**src/rtl/i2c_eeprom_target.sv**
```systemverilog
module i2c_eeprom_target #(
  parameter int          MEM_BYTES    = 256,
  parameter logic [6:0]  BASE_ADDR    = 7'h50,
  parameter logic [2:0]  DEV_SEL      = 3'd0,
  parameter int          WRITE_CYCLES = 1250000
) (
  input  logic clk,
  input  logic rst_n,
  input  logic scl_i,
  input  logic sda_i,
  output logic sda_oe
);

  localparam int         AW       = $clog2(MEM_BYTES);
  localparam bit         WIDE     = (MEM_BYTES >= 4096);
  localparam int         NB       = WIDE ? 0 : ((AW > 8) ? AW - 8 : 0);
  localparam logic [6:0] CMP_MASK = 7'(7'h7F << NB);
  localparam logic [6:0] MY_ADDR  = BASE_ADDR | {4'b0000, DEV_SEL};
  localparam int         BW       = $clog2(WRITE_CYCLES + 1);

  typedef enum logic [2:0] {P_IDLE, P_DEV, P_WHI, P_WLO, P_WDAT, P_RD, P_WAIT} phase_t;

  phase_t          phase;
  logic [2:0]      scl_sy, sda_sy;
  logic [3:0]      cnt;
  logic            in_ack, rw, wr_pend;
  logic [7:0]      shreg, hi_byte, wdata;
  logic [2:0]      dev_low;
  logic [AW-1:0]   ptr;
  logic [BW-1:0]   busy_cnt;
  logic [7:0]      mem [MEM_BYTES];

  logic scl_s, sda_s, scl_rise, scl_fall, start_ev, stop_ev;
  logic busy, rx, addr_hit;
  logic [7:0]  rd_byte;
  logic [15:0] word_full;

  assign scl_s     = scl_sy[1];
  assign sda_s     = sda_sy[1];
  assign scl_rise  = scl_sy[1] & ~scl_sy[2];
  assign scl_fall  = ~scl_sy[1] & scl_sy[2];
  assign start_ev  = scl_sy[1] & scl_sy[2] & sda_sy[2] & ~sda_sy[1];
  assign stop_ev   = scl_sy[1] & scl_sy[2] & ~sda_sy[2] & sda_sy[1];
  assign busy      = (busy_cnt != '0);
  assign rx        = (phase == P_DEV) || (phase == P_WHI) || (phase == P_WLO) || (phase == P_WDAT);
  assign addr_hit  = (((shreg[7:1] ^ MY_ADDR) & CMP_MASK) == 7'd0);
  assign word_full = WIDE ? {hi_byte, shreg} : {5'b00000, dev_low, shreg};
  assign rd_byte   = mem[ptr];

  always_ff @(posedge clk) begin
    if (!rst_n) begin
      scl_sy   <= '1;
      sda_sy   <= '1;
      phase    <= P_IDLE;
      cnt      <= '0;
      in_ack   <= 1'b0;
      rw       <= 1'b0;
      wr_pend  <= 1'b0;
      shreg    <= '0;
      hi_byte  <= '0;
      wdata    <= '0;
      dev_low  <= '0;
      ptr      <= '0;
      busy_cnt <= '0;
      sda_oe   <= 1'b0;
    end else begin
      scl_sy <= {scl_sy[1:0], scl_i};
      sda_sy <= {sda_sy[1:0], sda_i};
      if (busy) busy_cnt <= busy_cnt - BW'(1);

      if (start_ev) begin
        phase   <= P_DEV;
        cnt     <= '0;
        in_ack  <= 1'b0;
        sda_oe  <= 1'b0;
        wr_pend <= 1'b0;
      end else if (stop_ev) begin
        phase   <= P_IDLE;
        cnt     <= '0;
        in_ack  <= 1'b0;
        sda_oe  <= 1'b0;
        wr_pend <= 1'b0;
        if (wr_pend) begin
          ptr      <= ptr + AW'(1);
          busy_cnt <= BW'(WRITE_CYCLES);
        end
      end else if (scl_rise) begin
        if (rx && cnt < 4'd8) begin
          shreg <= {shreg[6:0], sda_s};
          cnt   <= cnt + 4'd1;
        end else if (phase == P_RD && in_ack) begin
          ptr <= ptr + AW'(1);
          if (sda_s) phase <= P_WAIT;
        end
      end else if (scl_fall) begin
        if (rx && !in_ack && cnt == 4'd8) begin
          case (phase)
            P_DEV:
              if (addr_hit && !busy) begin
                sda_oe  <= 1'b1;
                in_ack  <= 1'b1;
                rw      <= shreg[0];
                dev_low <= shreg[3:1];
              end else begin
                phase <= P_IDLE;
              end
            P_WHI: begin
              sda_oe  <= 1'b1;
              in_ack  <= 1'b1;
              hi_byte <= shreg;
            end
            P_WLO: begin
              sda_oe <= 1'b1;
              in_ack <= 1'b1;
              ptr    <= AW'(word_full);
            end
            P_WDAT: begin
              sda_oe  <= 1'b1;
              in_ack  <= 1'b1;
              wdata   <= shreg;
              wr_pend <= 1'b1;
            end
            default: ;
          endcase
        end else if (rx && in_ack) begin
          in_ack <= 1'b0;
          cnt    <= '0;
          sda_oe <= 1'b0;
          case (phase)
            P_DEV:
              if (rw) begin
                phase  <= P_RD;
                sda_oe <= ~rd_byte[7];
                cnt    <= 4'd1;
              end else begin
                phase <= WIDE ? P_WHI : P_WLO;
              end
            P_WHI:  phase <= P_WLO;
            P_WLO:  phase <= P_WDAT;
            P_WDAT: phase <= P_WAIT;
            default: ;
          endcase
        end else if (phase == P_RD) begin
          if (in_ack) begin
            in_ack <= 1'b0;
            cnt    <= 4'd1;
            sda_oe <= ~rd_byte[7];
          end else if (cnt < 4'd8) begin
            sda_oe <= ~rd_byte[~cnt[2:0]];
            cnt    <= cnt + 4'd1;
          end else begin
            sda_oe <= 1'b0;
            in_ack <= 1'b1;
          end
        end
      end
    end
  end

  always_ff @(posedge clk) begin
    if (stop_ev && wr_pend) mem[ptr] <= wdata;
  end


  ack_busy_chk: assert property (@(posedge clk) disable iff (!rst_n)
    (phase == P_DEV && busy) |-> !sda_oe);


  commit_busy_chk: assert property (@(posedge clk) disable iff (!rst_n)
    $past(stop_ev && wr_pend) |-> busy);


  idle_release_chk: assert property (@(posedge clk) disable iff (!rst_n)
    (phase == P_IDLE) |-> !sda_oe);


  wait_release_chk: assert property (@(posedge clk) disable iff (!rst_n)
    (phase == P_WAIT) |-> !sda_oe);


  scl_high_hold_chk: assert property (@(posedge clk) disable iff (!rst_n)
    (scl_s && $past(scl_s) && !$past(start_ev || stop_ev)) |-> $stable(sda_oe));

endmodule

```
**config.mk**
```make
export PLATFORM = sky130hd
export DESIGN_NAME = i2c_eeprom_target
export DESIGN_NICKNAME = d
export VERILOG_FILES = /design/src/rtl/i2c_eeprom_target.sv
export SDC_FILE = /design/constraint.sdc
export NUM_CORES = 2
export LEC_CHECK = 0
export BUFFER_PORTS_ARGS = -buffer_cell sky130_fd_sc_hd__buf_4
export CAP_MARGIN = 20
export CORE_MARGIN = 2
export CORE_UTILIZATION = 55
export CTS_CLUSTER_DIAMETER = 50
export DETAILED_ROUTE_END_ITERATION = 10
export MAX_ROUTING_LAYER = met4
export PLACE_DENSITY = 0.71
export SYNTH_ARGS = -nofsm -noshare
export SYNTH_HDL_FRONTEND = slang
export SYNTH_SLANG_ARGS = --single-unit
```
**constraint.sdc**
```tcl
create_clock -name clk -period 12.25 [get_ports clk]
set_clock_uncertainty 0.2 [all_clocks]
set_input_delay 0.6125 -clock clk [delete_from_list [all_inputs] [get_ports clk]]
set_output_delay 0.6125 -clock clk [all_outputs]
set_load 0.01 [all_outputs]
```
# Word level (Yosys, flattened, before mapping)
# Memory sizes are Yosys's and may differ from the RTL's. A register that Yosys moved wholly into a read port is not among the register bits.
# Cells that the tools add are included.
[classes]
n_mul = 0
muxes = 55
n_lt_le_gt_ge = 2
reduce_logical = 35
n_eq_ne = 25
shifts = 0
add_sub_neg = 3
bitwise_logic = 19
div = 0
[op_table]
columns = ["op", "n"]
rows = [
  ["$mux 21", 4],
  ["$mux 8", 10],
  ["$mux 4", 8],
  ["$mux 3", 10],
  ["$reduce_bool 21->1", 1],
  ["$sub 21x1->21 const B", 1],
  ["$mux 1", 20],
  ["$reduce_bool 3->1", 6],
  ["$reduce_and 8->1", 2],
  ["$reduce_and 7->1", 2],
  ["$ne 3x3->1 const B", 4],
  ["$pmux 3 s4", 1],
  ["$ne 5x5->1 const B", 2],
  ["$not 1->1", 10],
  ["$reduce_and 5->1", 2],
  ["$add 8x1->8 const B", 1],
  ["$ne 2x2->1 const B", 4],
  ["$ne 8x8->1 const B", 1],
  ["$reduce_and 4->1", 2],
  ["$reduce_bool 4->1", 2],
  ["$and 1x1->1", 7],
  ["$logic_and 1x1->1", 7],
  ["$logic_not 7->1", 1],
  ["$eq 3x2->1 const B", 2],
  ["other kinds (23)", 29],
]
[word_totals]
romBits = 0
n_memories = 1
regBits = 62
latch_bits = 0
ramBits = 2048
input_bits = 4
[mem_list]
columns = ["memory", "words", "word_bits", "read_ports", "rd_clocked_by_memory_dff", "wr", "line", "source"]
rows = [
  ["mem", 256, 8, 1, 1, 1, "31", "logic [7:0] mem [MEM_BYTES];"],
]

# Longest topological paths before layout
[logic_depth]
depth_word = 12
mapped_depth = 15

# Worst setup path before layout
# No wires, ideal clock.
[synth_timing]
path_type = "flip-flop to flip-flop"
startpoint = "register wdata[0]"
endpoint = "memory mem[0][0] (data pin)"
required_time_ps = 11194
n_path_buf = 0
path_slack_ps = 7797
arrival_time_ps = 3397
path_stages_with_launch = 1
period_less_slack_ps = 4453
cell_sequence = "dfxtp_1"
[synth_lines]
columns = ["element", "line", "source"]
rows = [
  ["start: declaration", "27", "logic [7:0] shreg, hi_byte, wdata;"],
  ["start signal: assignment", "120", "wdata <= shreg;"],
  ["end: declaration", "31", ""],
]
# No word-level cell before the write port.

==> results.py <==
metrics = {
    "clocking": {
        "clockRootBuffer": "clkbuf_16",
        "clkSlewWorstSetupHoldPaths_ns": 0.07,
        "clk_latency_ns": 0.86,
        "cts_made_buffers": 203,
        "clockBufferDepth": 3,
        "clock-sinks": 2118,
        "htree_num_levels": 4,
        "cts_tree": "done",
        "post-cts-setup-buffers": 0,
    },
    "finish": {
        "layout.nets": 4278,
        "fin_area_sq_mm": 0.0919,
        "layout-area-overhead-vs-synth_pct": 10.4,
        "final_core_util_pct": 61.2,
        "final_cell_mix": "edfxtp_1, mux4_2, nor2_1, mux2i_1, clkbuf_16",
        "final_common_cell": "edfxtp_1",
        "drive_gt1_share_pct": 20.0,
    },
    "global_route": {
        "gr-total-overflow": 0,
        "grt_pass1_wl_mm": 314,
        "antenna_found_initial": 4,
        "grt_max_degree": 114,
        "grt_pass1_vias": 42500,
        "grtUsageTotal_pct": 29.8,
    },
    "sta": {
        "relSlewSlack_pct": 20.8,
        "finalSetupViolCount": 0,
        "min_period_ns": 5.62,
        "tightest_slew_ns": 1.18,
        "hold_viol": 0,
        "rsz0062_at_grt": "no",
        "layout_setup_ws_ns": 6.63,
        "fin_crit_sh_pct": 45.9,
        "drv_slew": 0,
        "fin_setup_tns_ns": 0,
        "max_freq_mhz": 178,
    },
    "synth": {
        "yosysTopAreaCellShare_pct": 73.9,
        "ys_top_cells_by_area": "edfxtp_1, mux4_2, mux2i_1, dfxtp_1, nor2_1",
        "mappedNetlistArea_sq_mm": 0.0833,
        "ys.flop_type": "edfxtp_1",
        "yosysTopAreaCell": "edfxtp_1",
        "yosysWarnings": 0,
        "ys_seq_area_share_pct": 75.5,
        "postSynthCellCount": 4206,
        "syn_nets": 4221,
        "ys_ff_latch": 2118,
        "synth_edf_count": 2048,
        "async_flop_share_pct": 0,
        "syn_area_per_cell_sq_um": 19.8,
        "ys_types": 78,
    },
    "worst_hold_path": {
        "hold_end": "scl_sy[1]",
        "hp-class": "flop to flop",
        "hp-start": "scl_sy[0]",
        "min_path_cells": 1,
    },
    "setup_path": {
        "worstSetupPathType": "flop to flop",
        "critPathMaxFanout": 76,
        "cp.required_ns": 12.83,
        "ff2ff_path_depth": 12,
        "r2r_slack_ns": 6.63,
        "cp-end-kind": "flop",
        "worstSetupStartpointType": "flop",
        "critPathArrivalTime_ns": 6.20,
        "r2r_end": "sda_oe",
    },
    "detailed_routing": {
        "drt_iter0_drc": 6798,
        "drc_errors": 0,
        "ant_nets": 0,
        "vias_per_cell": 6.73,
        "wl_per_cell_um": 34.0,
        "first_pass_iters": 8,
        "dr_total_vias": 43400,
        "finalWirelength_mm": 220,
    },
    "die": {
        "die_h_um": 393,
        "start_util_pct": 55.5,
        "dieArea_sq_mm": 0.155,
        "ios": 5,
        "die_x_um": 393,
        "num_rows": 142,
        "core-area_sq_mm": 0.150,
    },
    "place": {
        "portBuffers": 4,
        "hpwlAfterDp_mm": 133,
        "place_area_sq_mm": 0.0852,
        "detailedPlace.worstSlack_ns": 6.77,
        "place.gp.congestion": 0.927,
    },
    "pwr": {
        "ir_drop_mv": 0.161,
        "total_leakage_power_nw": 28.1,
        "power.density_mw_per_mm2": 156,
    },
    "job": {
        "max_cap_viol_count": 0,
    },
    "outcome": {
        "status": "complete, no violations",
    },
}
[area by class of cell]
| type | instances | area [sq um] |
|---|---|---|
| Tap cell | 2016 | 2520 |
| Sequential cell | 2118 | 62900 |
| Clock buffer | 254 | 5340 |
| Clock inverter | 127 | 1340 |
| Antenna cell | 3 | 7.51 |
| Inverter | 17 | 65.1 |
| Fill cell | 10300 | 58200 |
| Timing Repair Buffer | 103 | 918 |
| Multi-Input combinational cell | 1820 | 18800 |
[timing repair]
item	in CTS	in global routing
endpoints found under the hold margin	31	0
hold buffers	5	0
endpoints found under the setup margin	0	0
resized for setup	0	0
[flip-flops by register name (all words and copies together), names as in the netlist, 3 cells and up, named ones only]
signal and flops:
phase 3, busy_cnt 21, cnt 4, scl_sy 3, mem 2048, wdata 8, shreg 8, ptr 8
sda_sy 3
[cells in the mapped netlist, types with 6 or more instances]
| library cell | n |
|---|---|
| ha_1 | 11 |
| o21ai_0 | 44 |
| a22o_1 | 6 |
| a21boi_0 | 7 |
| nand3b_1 | 7 |
| nand2b_1 | 24 |
| mux2_2 | 27 |
| nand2_1 | 102 |
| mux4_2 | 433 |
| buf_1 | 10 |
| a22oi_1 | 102 |
| nor2b_1 | 51 |
| xnor2_1 | 9 |
| nor2_1 | 335 |
| a221oi_1 | 16 |
| clkbuf_1 | 93 |
| nand4_1 | 16 |
| inv_1 | 14 |
| mux2i_1 | 218 |
| nand3_1 | 56 |
| o211ai_1 | 9 |
| dfxtp_1 | 70 |
| a211oi_1 | 37 |
| a21oi_1 | 76 |
| buf_6 | 35 |
| a31oi_1 | 28 |
| o2111ai_1 | 11 |
| a2111oi_0 | 12 |
| a311oi_1 | 6 |
| and2_1 | 13 |
| o22ai_1 | 41 |
| nor3_1 | 23 |
| edfxtp_1 | 2048 |
| nor4_1 | 14 |
| buf_4 | 38 |
| xor2_1 | 7 |
| buf_2 | 65 |
[critical path, cell delays in order (launching register included)]
cell	delay, ns
dfxtp_4	0.70
buf_4	0.72
buf_12	0.47
and2_1	0.47
buf_4	0.37
a22oi_1	0.14
nand3_1	0.21
o21ai_0	0.15
nor4bb_1	0.82
o32ai_1	0.29
o2111ai_1	0.34
and4bb_1	0.26
a211oi_1	0.19
[how the worst max path moves through the flow]
stage / slack (ns) / endpoint / from
finish: 6.63 / sda_oe / flop
global route: 6.42 / sda_oe / flop
CTS: 6.64 / sda_oe / flop
detailed placement: 6.77 / sda_oe / flop
global placement: 6.77 / sda_oe / flop
floorplan: 7.80 / mem[0][0] / wdata[0]
[logic make-up (layout without fill, tap and decap cells)]
logic type               Yosys count  in the layout  synth area share (%)
adder cells (fa/ha/maj)           11             11                 0.165
flip-flops                      2118           2118                  75.5
AND/OR/NAND/NOR                  672            672                  3.70
other                              0              3                     0
XOR/XNOR                          16             16                 0.168
multiplexers                     683            683                  14.9
buffers and inverters            268            501                  1.95
AO/OA/AOI/OAI                    438            438                  3.63
[power breakdown]
part | internal, W | total [W] | switching [W] | leakage (nW)
Combinational | 0.0000872 | 0.000193 | 0.000106 | 5.26
Sequential | 0.00784 | 0.00787 | 0.0000282 | 19.5
Clock | 0.00354 | 0.00628 | 0.00274 | 3.26
Total | 0.0115 | 0.0143 | 0.00288 | 28.1
[per-layer routing]
metal / GRT usage, % / wire length (um)
met1: 41.1 / 81600
met2: 43.7 / 101000
met3: 7.18 / 27300
met4: 11.4 / 9160
met5: - / 0
[through the flow]
step                      hold slack [ns]  instances  total power, W
after global placement              0.191       6061         0.00821
after CTS                           0.203       6453          0.0144
after floorplan                     0.186       4206         0.00818
final                               0.201       6458          0.0143
after detailed placement            0.194       6067         0.00822
after global routing                0.218       6457          0.0147
Power figures use the tool's default switching activity.
